### src/rtl/evt_timer_pkg.sv
// Package: shared constants and the register region type of the event
// timer register block. Assumes a 1 KiB byte-addressed window of 32-bit words.
package evt_timer_pkg;
    localparam logic [31:0] CAP_LO_WORD  = 32'h8086_8201;
    localparam logic [31:0] TICK_FS      = 32'd10_000_000;
    localparam logic [31:0] UNDEC_RDATA  = 32'h0000_000A;

    typedef enum logic [3:0] {
        RG_CAP, RG_PERIOD, RG_CFG, RG_CFG_HI, RG_STAT,
        RG_CNT_LO, RG_CNT_HI, RG_CHAN, RG_CHAN_OOR, RG_NONE
    } reg_region_e;
endpackage

### src/rtl/etr_decode.sv
// Module: combinational address decoder. Sorts a byte offset into a
// register region and, for the channel window, works out the channel number
// and the word index. Assumes word-aligned offsets; bits 1:0 are ignored.
module etr_decode
    import evt_timer_pkg::*;
#(
    parameter int ADDR_W      = 10,
    parameter int N_CH        = 3,
    parameter int STRIDE_LOG2 = 5,
    parameter int CH_BASE     = 'h100,
    localparam int CH_IDX_W   = (N_CH > 1) ? $clog2(N_CH) : 1,
    localparam int WOFF_W     = STRIDE_LOG2 - 2,
    localparam int REL_W      = ADDR_W - STRIDE_LOG2
) (
    input  logic [ADDR_W-1:0]   addr,
    output reg_region_e         region,
    output logic [CH_IDX_W-1:0] ch_idx,
    output logic [WOFF_W-1:0]   ch_woff
);
    logic [ADDR_W-1:0] word_addr;
    logic [ADDR_W-1:0] rel;
    logic [REL_W-1:0]  rel_idx;

    assign word_addr = {addr[ADDR_W-1:2], 2'b00};
    assign rel       = word_addr - ADDR_W'(CH_BASE);
    assign rel_idx   = rel[ADDR_W-1:STRIDE_LOG2];
    assign ch_idx    = rel_idx[CH_IDX_W-1:0];
    assign ch_woff   = addr[STRIDE_LOG2-1:2];

    // Purpose: classify the offset into one region.
    always_comb begin
        if (word_addr >= ADDR_W'(CH_BASE)) begin
            region = (rel_idx < REL_W'(N_CH)) ? RG_CHAN : RG_CHAN_OOR;
        end else begin
            case (word_addr)
                ADDR_W'('h000): region = RG_CAP;
                ADDR_W'('h004): region = RG_PERIOD;
                ADDR_W'('h010): region = RG_CFG;
                ADDR_W'('h014): region = RG_CFG_HI;
                ADDR_W'('h020): region = RG_STAT;
                ADDR_W'('h0F0): region = RG_CNT_LO;
                ADDR_W'('h0F4): region = RG_CNT_HI;
                default:        region = RG_NONE;
            endcase
        end
    end
endmodule

### src/rtl/etr_counter.sv
// Module: main counter. Steps by one on a tick while running and holds
// otherwise. A write to either half wins over the step in the same cycle.
// Assumes CNT_W is twice HALF_W.
module etr_counter #(
    parameter int CNT_W  = 64,
    parameter int HALF_W = 32,
    localparam int HI_W  = CNT_W - HALF_W
) (
    input  logic              clk,
    input  logic              rst_n,
    input  logic              run,
    input  logic              tick,
    input  logic              wr_lo,
    input  logic              wr_hi,
    input  logic [HALF_W-1:0] wdata,
    output logic [CNT_W-1:0]  count
);
    // Purpose: counter register with write priority over increment.
    always_ff @(posedge clk) begin
        if (!rst_n) begin
            count <= '0;
        end else if (wr_lo) begin
            count[HALF_W-1:0] <= wdata;
        end else if (wr_hi) begin
            count[CNT_W-1:HALF_W] <= wdata[HI_W-1:0];
        end else if (run && tick) begin
            count <= count + 1'b1;
        end
    end

    // holds when stopped and not written
    p_hold_r4: assert property (@(posedge clk) disable iff (!rst_n)
        (!run && !wr_lo && !wr_hi) |=> $stable(count));

    // steps by exactly one when running, ticking and not written
    p_step_r4: assert property (@(posedge clk) disable iff (!rst_n)
        (run && tick && !wr_lo && !wr_hi) |=> (count == $past(count) + 1'b1));

    // a low-half write lands even while ticking
    p_wr_lo_r5: assert property (@(posedge clk) disable iff (!rst_n)
        wr_lo |=> (count[HALF_W-1:0] == $past(wdata)));
endmodule

### src/rtl/etr_gcfg.sv
// Module: global configuration bits (enable, legacy route) and the
// per-channel re-arm / disarm pulses created on enable edges. Assumes one
// write strobe per cycle carrying the two writable bits.
module etr_gcfg #(
    parameter int N_CH = 3
) (
    input  logic            clk,
    input  logic            rst_n,
    input  logic            wr,
    input  logic [1:0]      wbits,
    input  logic [N_CH-1:0] cmp_all_ones,
    output logic            en,
    output logic            legacy,
    output logic [N_CH-1:0] arm,
    output logic [N_CH-1:0] disarm
);
    logic rise, fall;
    assign rise = wr && !en && wbits[0];
    assign fall = wr && en && !wbits[0];

    // Purpose: hold the two writable configuration bits.
    always_ff @(posedge clk) begin
        if (!rst_n) begin
            en     <= 1'b0;
            legacy <= 1'b0;
        end else if (wr) begin
            en     <= wbits[0];
            legacy <= wbits[1];
        end
    end

    // Purpose: one pulse generator per channel.
    for (genvar i = 0; i < N_CH; i++) begin : g_pulse
        always_ff @(posedge clk) begin
            if (!rst_n) begin
                arm[i]    <= 1'b0;
                disarm[i] <= 1'b0;
            end else begin
                arm[i]    <= rise && !cmp_all_ones[i];
                disarm[i] <= fall;
            end
        end
    end

    // re-arm only right after the enable rose
    p_arm_rise_r7: assert property (@(posedge clk) disable iff (!rst_n)
        (|arm) |-> (en && !$past(en)));

    // disarm only right after the enable fell
    p_disarm_fall_r7: assert property (@(posedge clk) disable iff (!rst_n)
        (|disarm) |-> (!en && $past(en)));

    // pulses last one cycle
    p_arm_single_r7: assert property (@(posedge clk) disable iff (!rst_n)
        (|arm) |=> (arm == '0));
endmodule

### src/rtl/evt_timer_regs.sv
// Module: top of the event timer register block. Decodes single-word
// requests, keeps the counter and the global configuration, forwards the
// channel window and returns read data one cycle later. Assumes the channel
// answers ch_rdata in the same cycle as ch_rd.
module evt_timer_regs
    import evt_timer_pkg::*;
#(
    parameter int ADDR_W      = 10,
    parameter int DATA_W      = 32,
    parameter int N_CH        = 3,
    parameter int CNT_W       = 64,
    parameter int STRIDE_LOG2 = 5,
    parameter int CH_BASE     = 'h100,
    localparam int CH_IDX_W   = (N_CH > 1) ? $clog2(N_CH) : 1,
    localparam int WOFF_W     = STRIDE_LOG2 - 2
) (
    input  logic                clk,
    input  logic                rst_n,
    input  logic                req_valid,
    input  logic                req_write,
    input  logic [ADDR_W-1:0]   req_addr,
    input  logic [DATA_W-1:0]   req_wdata,
    output logic                req_ready,
    output logic                rsp_valid,
    output logic [DATA_W-1:0]   rsp_rdata,
    input  logic                tick,
    input  logic [DATA_W-1:0]   ch_rdata,
    input  logic [N_CH-1:0]     cmp_all_ones,
    output logic                ch_wr,
    output logic                ch_rd,
    output logic [CH_IDX_W-1:0] ch_idx,
    output logic [WOFF_W-1:0]   ch_woff,
    output logic [DATA_W-1:0]   ch_wdata,
    output logic [N_CH-1:0]     arm,
    output logic [N_CH-1:0]     disarm,
    output logic                legacy_route,
    output logic                main_enable,
    output logic [CNT_W-1:0]    count
);
    reg_region_e       region;
    logic              do_wr, do_rd;
    logic [DATA_W-1:0] rd_mux;

    assign req_ready = 1'b1;
    assign do_wr     = req_valid && req_write;
    assign do_rd     = req_valid && !req_write;

    etr_decode #(
        .ADDR_W(ADDR_W), .N_CH(N_CH), .STRIDE_LOG2(STRIDE_LOG2), .CH_BASE(CH_BASE)
    ) u_dec (
        .addr(req_addr), .region(region), .ch_idx(ch_idx), .ch_woff(ch_woff)
    );

    etr_counter #(.CNT_W(CNT_W), .HALF_W(DATA_W)) u_cnt (
        .clk(clk), .rst_n(rst_n), .run(main_enable), .tick(tick),
        .wr_lo(do_wr && region == RG_CNT_LO),
        .wr_hi(do_wr && region == RG_CNT_HI),
        .wdata(req_wdata), .count(count)
    );

    etr_gcfg #(.N_CH(N_CH)) u_cfg (
        .clk(clk), .rst_n(rst_n),
        .wr(do_wr && region == RG_CFG), .wbits(req_wdata[1:0]),
        .cmp_all_ones(cmp_all_ones),
        .en(main_enable), .legacy(legacy_route),
        .arm(arm), .disarm(disarm)
    );

    assign ch_wr    = do_wr && region == RG_CHAN;
    assign ch_rd    = do_rd && region == RG_CHAN;
    assign ch_wdata = req_wdata;

    // Purpose: select the read value of the addressed register.
    always_comb begin
        case (region)
            RG_CAP:    rd_mux = CAP_LO_WORD;
            RG_PERIOD: rd_mux = TICK_FS;
            RG_CFG:    rd_mux = {{(DATA_W-2){1'b0}}, legacy_route, main_enable};
            RG_CNT_LO: rd_mux = count[DATA_W-1:0];
            RG_CHAN:   rd_mux = ch_rdata;
            RG_NONE:   rd_mux = UNDEC_RDATA;
            default:   rd_mux = '0;
        endcase
    end

    // Purpose: one-cycle read response register.
    always_ff @(posedge clk) begin
        if (!rst_n) begin
            rsp_valid <= 1'b0;
            rsp_rdata <= '0;
        end else begin
            rsp_valid <= do_rd;
            if (do_rd) rsp_rdata <= rd_mux;
        end
    end

    // every read is answered in the next cycle
    p_rsp_r10: assert property (@(posedge clk) disable iff (!rst_n)
        do_rd |=> rsp_valid);

    // no response without a read
    p_no_spur_r10: assert property (@(posedge clk) disable iff (!rst_n)
        !do_rd |=> !rsp_valid);

    // a channel strobe is either read or write, never both
    p_strobe_r8: assert property (@(posedge clk) disable iff (!rst_n)
        $countones({ch_wr, ch_rd}) <= 1);

    // the enable only changes on a configuration write
    p_en_stable_r3: assert property (@(posedge clk) disable iff (!rst_n)
        !(do_wr && region == RG_CFG) |=> $stable(main_enable));
endmodule

### config.mk
export PLATFORM = sky130hd
export DESIGN_NAME = evt_timer_regs
export DESIGN_NICKNAME = d
export VERILOG_FILES = /design/src/rtl/evt_timer_pkg.sv /design/src/rtl/etr_decode.sv /design/src/rtl/etr_counter.sv /design/src/rtl/etr_gcfg.sv /design/src/rtl/evt_timer_regs.sv
export SDC_FILE = /design/constraint.sdc
export NUM_CORES = 1
export LEC_CHECK = 0
export BUFFER_PORTS_ARGS = -buffer_cell sky130_fd_sc_hd__buf_2
export CAP_MARGIN = 20
export CORE_UTILIZATION = 45
export CTS_CLUSTER_SIZE = 28
export DETAILED_ROUTE_END_ITERATION = 10
export GPL_ROUTABILITY_DRIVEN = 0
export HOLD_SLACK_MARGIN = 0.08
export PLACE_DENSITY = 0.72
export SYNTH_ARGS = -nofsm -noshare
export SYNTH_HDL_FRONTEND = slang
export SYNTH_SLANG_ARGS = --single-unit
export TNS_END_PERCENT = 20
### constraint.sdc
create_clock -name clk -period 6.35 [get_ports clk]
set_input_delay 0.3175 -clock clk [delete_from_list [all_inputs] [get_ports clk]]
set_output_delay 0.3175 -clock clk [all_outputs]
set_load 0.01 [all_outputs]
==> metrics.md, run 1 <==
| Metric | Value |
|---|---|
| Syn-to-layout area delta | 23.20% |
| Syn avg cell area | 7.846 um^2 |
| Slowest-stage cell, CP | nor4_2 |
| Routed WL per cell | 18.34 um |
| Pleak | 2.802 nW |
| Post-route ant nets | 0 |
| R2r startpoint | u_cnt.count[6] |
| Finish-stage setup viols | 0 |
| CTS resizes | 0 |
| Critical path data arrival time | 3.26 ns |
| TNS Setup | 0 ns |
| Std cell rows | 40 |
| Clk root buf | clkbuf_16 |
| Die area | 0.01322 mm^2 |
| PwrDens | 212.4 mW/mm^2 |
| Die X | 115.0 um |
| Clk sinks | 103 |
| Worst-path maximum fanout | 10 |
| Crit path largest cell delay | 1.04 ns |
| Final instance area | 0.007076 mm^2 |
| Synthesized area | 0.005743 mm^2 |
| Worst skew pair latency | 0.35 ns |
| Total global-route track usage | 0.2889 |
| Hold WC Path Type | primary input to flip-flop |
| Status | complete, no violations |
| FFs w/ async S/R, synth | 0 |
| Final-stage net count | 967 |
| Rel. slew slack | 0.2801 |
| Worst slew pin tran | 1.071 ns |
| RSZ-0062 raised after global routing | no |
| Routed via count | 6297 |
| Final hold vios | 0 |
| GRT Residual Overflow | 0 |
| Post-synth EDFFs | 0 |
| Main synth FF type | dfxtp_1 |
| First-pass GRT wire length | 29.82 mm |
| Number of max-cap violations | 0 |
| CTS H-tree depth | 3 |
| Antenna violations before repair | 0 |
| Post-Syn Instances | 732 |
| Hold slack final | 0.1171 ns |
| Initial Util | 0.4703 |
| Vias in the first global route | 5454 |
| DRC | 0 |
| Peak supply drop | 124.9 uV |
| Flops & latches, synth | 103 |
| Layout cells sized above 1 | 0.3003 |
| CP startpoint | u_cnt.count[6] |
| Drt first pass iters | 5 |
| Post-route minimum period | 3.030 ns |
| HP Start | cmp_all_ones[2] |
| Final-layout fill cell count | 1182 |
| Period utilization | 0.4771 |
| F_max | 0.3301 GHz |
| Via/cell ratio | 5.957 |
| Drt initial violations | 626 |
| Crit path cell chain | and4_1, nand4_1, nor4_2, nand3_1, nor4_1, nor3_1 |
| Clk_skew | 0.006115 ns |
| Critical path required time | 6.58 ns |
| Input/output buffers | 223 |
| Mapped Nets | 815 |
| CTS buffer count | 9 |
| Post-CTS setup buffer count | 0 |
| Crit end category | flip-flop |
| Hold buffers post-CTS | 0 |
| Antenna diodes | 0 |
| Clock Path Buffers | 2 |
| Count of final max-slew check failures | 0 |
| Die height | 115.0 um |
| Largest net degree at the start of global routing | 81 |
| Share of the yosys chip area belonging to registers | 0.3590 |
| Core ar. | 0.01221 mm^2 |
| DP Area | 0.006668 mm^2 |
| Post-synthesis cell type count | 60 |
| Crit path kind | flip-flop to flip-flop |
| CTS tree | built |
| Post-Route WL | 19.39 mm |
| Crit start category | flip-flop |
| Synth warn | 0 |
| Reg clk slew, reported paths | 0.07 ns |
| Io pins | 227 |
| HPWL Detailed | 13.81 mm |
## stage by stage
step / cells / util / setup slack [ns] / total power [mW]
floorplan: 732 / - / 3.799 / 0.7553
global placement: 1040 / 0.5460 / 3.389 / 0.8118
detailed placement: 1040 / 0.5460 / 3.411 / 0.8127
CTS: 1056 / 0.5772 / 3.420 / 1.506
global route: 1057 / 0.5794 / 3.155 / 1.545
finish: 1057 / 0.5794 / 3.320 / 1.503
## cell usage in the layout (no fill, tap or decap), drive strengths merged, types with 3 or more instances in the layout
cell type,synthesis,layout
inv,10,10
or4,8,8
clkbuf,50,11
nor3b,3,3
and3,11,11
and4,6,6
nand4,26,26
nor3,45,45
nor2,61,61
and2,4,4
or3,10,10
a31oi,18,18
bufinv,0,4
a211oi,14,14
a21oi,50,50
a41oi,3,3
xor2,14,14
nand2,37,37
o31ai,5,5
dfxtp,103,103
nand3,39,39
o21ai,57,57
a221oi,21,21
o221ai,4,4
o31a,4,4
nand2b,4,4
nor4,16,16
a22oi,15,15
or2,3,3
xnor2,19,19
buf,42,233
nand4b,3,3
## critical path, delay by kind of cell, from the launching register on
kind | cells | cell delay [ns]
simple gates | 6 | 2.43
flops | 1 | 0.48
## kinds of logic after synthesis
| kind of cell | after synthesis | share of synthesized area |
|---|---|---|
| fa+ha+maj | 1 | 0.002178 |
| compound gates | 210 | 0.2351 |
| mux | 2 | 0.003486 |
| simple gates | 279 | 0.2549 |
| buf+inv | 103 | 0.09434 |
| other cells | 1 | 0.0006530 |
| flops | 103 | 0.3590 |
| xor+xnor | 33 | 0.05033 |
## power by group
part	internal (mW)	leakage, nW	switching, mW	total, mW
clock	0.447	0.182	0.257	0.704
combinational	0.0529	1.78	0.0823	0.135
sequential	0.658	0.835	0.00624	0.664
## final timing paths
path | slack (ns) | to | cells past startpoint
worst max register to register | 3.32 | u_cnt.count[56] | 6
worst min register to register | 0.49 | rsp_rdata[2] | 2
worst min-delay path | 0.12 | u_cfg.arm[2] | 2
worst max-delay path | 3.32 | u_cnt.count[56] | 6
## synth_stat cells (18+ instances only)
| library cell | number | share of area |
|---|---|---|
| nor3_1 | 45 | 0.039 |
| nor2_1 | 61 | 0.040 |
| nand2_1 | 37 | 0.024 |
| a21oi_1 | 50 | 0.044 |
| xnor2_1 | 19 | 0.029 |
| buf_4 | 41 | 0.054 |
| nand3_1 | 38 | 0.033 |
| nand4_1 | 25 | 0.027 |
| clkbuf_1 | 50 | 0.033 |
| a31oi_1 | 18 | 0.020 |
| o21ai_0 | 57 | 0.050 |
| a221oi_1 | 21 | 0.032 |
| dfxtp_1 | 103 | 0.36 |
## area by class of cell
| type | instances | area, um^2 | area share |
|---|---|---|---|
| clock buffers | 11 | 252.7 | 0.03572 |
| repair buffers | 233 | 1211 | 0.1712 |
| inverters | 11 | 41.29 | 0.005836 |
| multi-input cells | 526 | 3171 | 0.4481 |
| clock inverters | 5 | 127.6 | 0.01804 |
| flip-flops and latches | 103 | 2062 | 0.2914 |
| well taps | 168 | 210.2 | 0.02971 |
## metal layers
metal / vias to the layer above / global-route usage / share of wire
met5: - / 0 / 0
met4: 0 / 0.08571 / 0.014
li1: 3014 / - / -
met2: 325 / 0.4349 / 0.44
met3: 25 / 0.04428 / 0.089
met1: 2933 / 0.4233 / 0.46
## flip-flops by register name, indices dropped and copies added, names as in the netlist
signal,cells
u_cfg.legacy,1
u_cnt.count,64
rsp_valid,1
u_cfg.disarm,1
u_cfg.en,1
rsp_rdata,32
u_cfg.arm,3
Note: power is estimated with default switching activity, not from simulation.
==> run 2: changes to the inputs <==
==> constraint.sdc (replaced) <==
create_clock -name clk -period 3 [get_ports clk]
set_input_delay 0.15 -clock clk [delete_from_list [all_inputs] [get_ports clk]]
set_output_delay 0.15 -clock clk [all_outputs]
set_load 0.01 [all_outputs]
==> run 2 against run 1 <==
Against the previous run: critical path depth did not move; largest cell class unchanged; highest routed layer unchanged; global-route usage increased by 0.51 points; non-clock buffer count rose by 22; clock skew is 0.0021 ns higher; register-to-register slack worse by 3.0 ns; wire length grew 1.5%.
==> metrics.md, run 2 (same netlist as run 1, synthesis figures left out) <==
| Metric | Value |
|---|---|
| Drt first pass iters | 6 |
| F_max | 0.3675 GHz |
| PwrDens | 411.0 mW/mm^2 |
| Period utilization | 0.9069 |
| Flip-flop count of the largest register after layout | 64 |
| Critical path required time | 3.28 ns |
| Worst slew pin tran | 0.8326 ns |
| Rel. slew slack | 0.4449 |
| Antenna violations before repair | 0 |
| Clock Path Buffers | 2 |
| Crit start category | flip-flop |
| TNS Setup | 0 ns |
| Core ar. | 0.01221 mm^2 |
| Largest net degree at the start of global routing | 81 |
| Clk root buf | clkbuf_16 |
| Pre-CTS WS | 0.2983 ns |
| Io pins | 227 |
| Vias in the first global route | 5407 |
| Drt initial violations | 698 |
| Hold WC Path Type | primary input to flip-flop |
| Commonest non-fill, non-tap cells in the layout | 223 x buf_2, 103 x dfxtp_1, 60 x nor2_1, 57 x o21ai_0, 50 x a21oi_1 |
| Count of final max-slew check failures | 0 |
| GRT Residual Overflow | 0 |
| Finish-stage setup viols | 0 |
| CTS tree | built |
| Crit end category | flip-flop |
| HPWL Detailed | 14.14 mm |
| Reg clk slew, reported paths | 0.07 ns |
| Post-route ant nets | 0 |
| Layout cells sized above 1 | 0.3095 |
| CTS H-tree depth | 3 |
| Largest regs | u_cnt.count (64), rsp_rdata (32), u_cfg.arm (3) |
| Final hold vios | 0 |
| Crit path cell chain | nand4_2, or4_4, or4_4, or2_4, or4_1, a31oi_1 |
| Syn-to-layout area delta | 25.25% |
| Total global-route track usage | 0.2939 |
| Status | complete, no violations |
| Initial Util | 0.4703 |
| Final-layout fill cell count | 1159 |
| Largest reg by FF count | u_cnt.count |
| Crit path kind | flip-flop to flip-flop |
| Post-route minimum period | 2.721 ns |
| Routed WL per cell | 18.24 um |
| Pleak | 2.883 nW |
| Routed via count | 6428 |
| Post-Route WL | 19.69 mm |
| Crit path largest cell delay | 0.53 ns |
| Number of max-cap violations | 0 |
| Buf/Inv on CP | 0 |
| CP most frequent cell | or4_4 |
| Final-stage net count | 989 |
| Clk sinks | 103 |
| Die X | 115.0 um |
| Setup ws final | 0.2792 ns |
| Peak supply drop | 275.0 uV |
| Worst-path maximum fanout | 6 |
| Die height | 115.0 um |
| Clk_skew | 0.008227 ns |
| RSZ-0062 raised after global routing | no |
| R2R setup slack | 0.28 ns |
| Die area | 0.01322 mm^2 |
| CTS resizes | 0 |
| Critical path data arrival time | 3.00 ns |
| Slowest-stage cell, CP | or4_4 |
| Input/output buffers | 223 |
| DRC | 0 |
| CTS buffer count | 9 |
| Std cell rows | 40 |
| Most common cell after layout, fill and taps aside | buf_2 |
| Worst skew pair latency | 0.36 ns |
| First-pass GRT wire length | 30.10 mm |
| Top delay family on crit path | simple AND/OR/NAND/NOR gates |
| Antenna diodes | 0 |
| Via/cell ratio | 5.957 |
## run 2: changes by cell type in the layout (fill, tap and decap cells not counted)
cell           previous run  this run
buf_12                    0         2
buf_16                    1         0
buf_4                     9        24
bufinv_16                 4         1
clkbuf_8                  2         3
clkinv_2                  0         1
dlygate4sd3_1             0         6
inv_6                     0         1
nor3_1                   43        44
nor3_2                    2         1
## run 2: layout make-up
type	instances	area, um^2	share of cell area
clock buffer	12	266.5	0.03705
clock inverter	4	51.30	0.007132
multi-input combinational	526	3166	0.4401
sequential	103	2062	0.2867
inverter	11	41.29	0.005740
tap	168	210.2	0.02922
timing repair buffer	255	1396	0.1941
## run 2: final timing paths
| check | startpoint | end | depth (start not counted) |
|---|---|---|---|
| min | ch_rdata[22] | rsp_rdata[22] | 3 |
| max | u_cnt.count[30] | u_cnt.count[57] | 6 |
| max reg2reg | u_cnt.count[30] | u_cnt.count[57] | 6 |
| min reg2reg | rsp_rdata[14] | rsp_rdata[14] | 2 |
## run 2: per-layer routing
layer,part of all wire,GRT usage
met1,0.44,0.4282
met2,0.44,0.4394
met3,0.11,0.05166
met4,0.016,0.08918
met5,0,0
## run 2: where the power goes
part | internal [mW] | switching (mW) | total (mW)
clock | 0.717 | 0.537 | 1.25
combinational | 0.118 | 0.178 | 0.296
sequential | 1.39 | 0.0134 | 1.41
total | 2.23 | 0.728 | 2.96
## run 2: repair_timing
| item | 4_1_cts | 5_1_grt |
|---|---|---|
| endpoints found under the hold margin | 6 | 0 |
| setup buffers | 0 | 0 |
| hold buffers | 6 | 0 |
## run 2: metrics by stage
| step | cell area (um^2) | instances | total power [mW] | hold WS, ns | utilization |
|---|---|---|---|---|---|
| finish | 7193 | 1079 | 2.956 | 0.09198 | 0.5890 |
| global route | 7193 | 1079 | 3.054 | 0.09993 | 0.5890 |
| CTS | 7193 | 1079 | 2.962 | 0.09514 | 0.5890 |
| detailed placement | 6815 | 1057 | 1.722 | 0.3130 | 0.5581 |
| global placement | 6815 | 1057 | 1.723 | 0.3076 | 0.5581 |
| floorplan | 5743 | 732 | 1.599 | 0.2224 | - |
## run 2: worst reg2reg max path, cell delays in order (launching register included)
cell	delay [ns]
dfxtp_1	0.47
nand4_2	0.22
or4_4	0.53
or4_4	0.53
or2_4	0.27
or4_1	0.47
a31oi_1	0.16
==> run 3: changes to the inputs <==
--- a/config.mk
+++ b/config.mk
@@ -7,12 +7,12 @@
 export LEC_CHECK = 0
 export BUFFER_PORTS_ARGS = -buffer_cell sky130_fd_sc_hd__buf_2
 export CAP_MARGIN = 20
-export CORE_UTILIZATION = 45
+export CORE_UTILIZATION = 49
 export CTS_CLUSTER_SIZE = 28
 export DETAILED_ROUTE_END_ITERATION = 10
 export GPL_ROUTABILITY_DRIVEN = 0
 export HOLD_SLACK_MARGIN = 0.08
-export PLACE_DENSITY = 0.72
+export PLACE_DENSITY = 0.78
 export SYNTH_ARGS = -nofsm -noshare
 export SYNTH_HDL_FRONTEND = slang
 export SYNTH_SLANG_ARGS = --single-unit
==> run 3 against run 2 <==
Against the previous run: via count increased by 0.12%; sequential share of layout area increased by 0.31 points; clock skew increased by 0.00059 ns; largest power group unchanged; critical path depth unchanged; cell area decreased by 1.1%; maximum frequency decreased by 1.9%; largest cell class unchanged; first-iteration DRC count increased by 12%; flip-flop and latch count unchanged; sequential power about the same.
==> metrics.md, run 3 (same netlist as run 1, synthesis figures left out) <==
| Metric | Value |
|---|---|
| Final-stage net count | 986 |
| Die height | 110.3 um |
| Status | complete, no violations |
| Syn-to-layout area delta | 23.92% |
| Peak supply drop | 313.2 uV |
| Crit path cell chain | nand3_2, or4_4, or4_4, or2_4, or4_1, a31oi_1 |
| Post-route minimum period | 2.773 ns |
| Initial Util | 0.5030 |
| Drt initial violations | 783 |
| Drt first pass iters | 5 |
| CTS resizes | 0 |
| Pleak | 2.867 nW |
| Count of final max-slew check failures | 0 |
| DRC | 0 |
| TNS Setup | 0 ns |
| HPWL Detailed | 14.03 mm |
| Period utilization | 0.9243 |
| RSZ-0062 raised after global routing | no |
| Via/cell ratio | 6.124 |
| Final hold vios | 0 |
| Post-CTS setup buffer count | 0 |
| Crit end category | flip-flop |
| Largest regs | u_cnt.count (64), rsp_rdata (32), u_cfg.arm (3) |
| Core ar. | 0.01142 mm^2 |
| Layout cells sized above 1 | 0.3073 |
| CTS H-tree depth | 3 |
| Commonest non-fill, non-tap cells in the layout | 223 x buf_2, 103 x dfxtp_1, 60 x nor2_1, 57 x o21ai_0, 50 x a21oi_1 |
| Die X | 110.3 um |
| Die area | 0.01216 mm^2 |
| Reg clk slew, reported paths | 0.07 ns |
| Hold WC Path Type | primary input to flip-flop |
| Rel. slew slack | 0.4491 |
| Crit start category | flip-flop |
| Input/output buffers | 223 |
| Total global-route track usage | 0.3177 |
| Critical path data arrival time | 3.04 ns |
| Worst slew pin tran | 0.8263 ns |
| CTS buffer count | 9 |
| Largest reg by FF count | u_cnt.count |
| Post-route ant nets | 0 |
| Post-Route WL | 19.55 mm |
| GRT Residual Overflow | 0 |
| CTS tree | built |
| Clock Path Buffers | 2 |
| Worst skew pair latency | 0.36 ns |
| Most common cell after layout, fill and taps aside | buf_2 |
| First-pass GRT wire length | 29.50 mm |
| F_max | 0.3606 GHz |
| Largest net degree at the start of global routing | 81 |
| Hold buffers post-CTS | 5 |
| Placed Cells | 1030 |
| Finish-stage setup viols | 0 |
| Routed WL per cell | 18.60 um |
| Routed via count | 6436 |
| Flip-flop count of the largest register after layout | 64 |
| Final core occ | 0.6233 |
| Slowest-stage cell, CP | or4_4 |
| Antenna diodes | 0 |
| Pre-CTS WS | 0.2881 ns |
| Number of max-cap violations | 0 |
| Crit path largest cell delay | 0.56 ns |
| Setup ws final | 0.2270 ns |
| Final Instance Count excl. Fillers | 1051 |
| Critical path required time | 3.26 ns |
| PwrDens | 413.6 mW/mm^2 |
| Io pins | 227 |
| Final-layout fill cell count | 1082 |
| Vias in the first global route | 5625 |
| Clk_skew | 0.008820 ns |
| Clk sinks | 103 |
| Worst-path maximum fanout | 7 |
| CP most frequent cell | or4_4 |
| Clk root buf | clkbuf_16 |
| Antenna violations before repair | 0 |
| Std cell rows | 39 |
| Crit path kind | flip-flop to flip-flop |
-- run 3: through the flow --
step / instance area, um^2 / hold WS, ns / power [mW]
3_3_place_gp: 6756 / 0.3087 / 1.720
2_1_floorplan: 5743 / 0.2224 / 1.599
3_5_place_dp: 6756 / 0.3093 / 1.722
4_1_cts: 7117 / 0.08943 / 2.942
6_report: 7117 / 0.09986 / 2.944
5_1_grt: 7117 / 0.09956 / 3.035
-- run 3: worst paths after layout --
path,start,to,slack [ns],depth (start not counted)
min reg2reg,rsp_rdata[13],rsp_rdata[13],0.50,2
max,u_cnt.count[25],u_cnt.count[57],0.23,6
min,req_wdata[23],u_cnt.count[55],0.1,3
max reg2reg,u_cnt.count[25],u_cnt.count[57],0.23,6
-- run 3: per-layer routing --
metal  vias up  share of wire  routed length, um  global-route usage
met1      2973           0.43               8432              0.4315
met5         -              0                  0                   0
met2       373           0.44               8564              0.4876
met4         0          0.023                457              0.1306
met3        43           0.11               2092             0.06761
li1       3047              -                  -                   -
-- run 3: area by class of cell --
type	instances	area, um^2	share of cell area
clock buffer	13	270.3	0.03797
clock inverter	3	40.04	0.005626
inverter	11	41.29	0.005802
multi-input combinational	526	3166	0.4448
sequential	103	2062	0.2897
tap	143	178.9	0.02514
timing repair buffer	252	1359	0.1909
-- run 3: report_power, final --
part           total (mW)  switching, mW  internal, mW
Sequential           1.41         0.0126          1.39
Combinational       0.294          0.177         0.117
Clock                1.24          0.530         0.714
-- run 3: worst max-delay path, delay by kind of cell (launching register included) --
kind             cells  cell delay [ns]
flip-flops           1             0.49
AO/OA/AOI/OAI        1             0.20
AND/OR/NAND/NOR      5             1.99
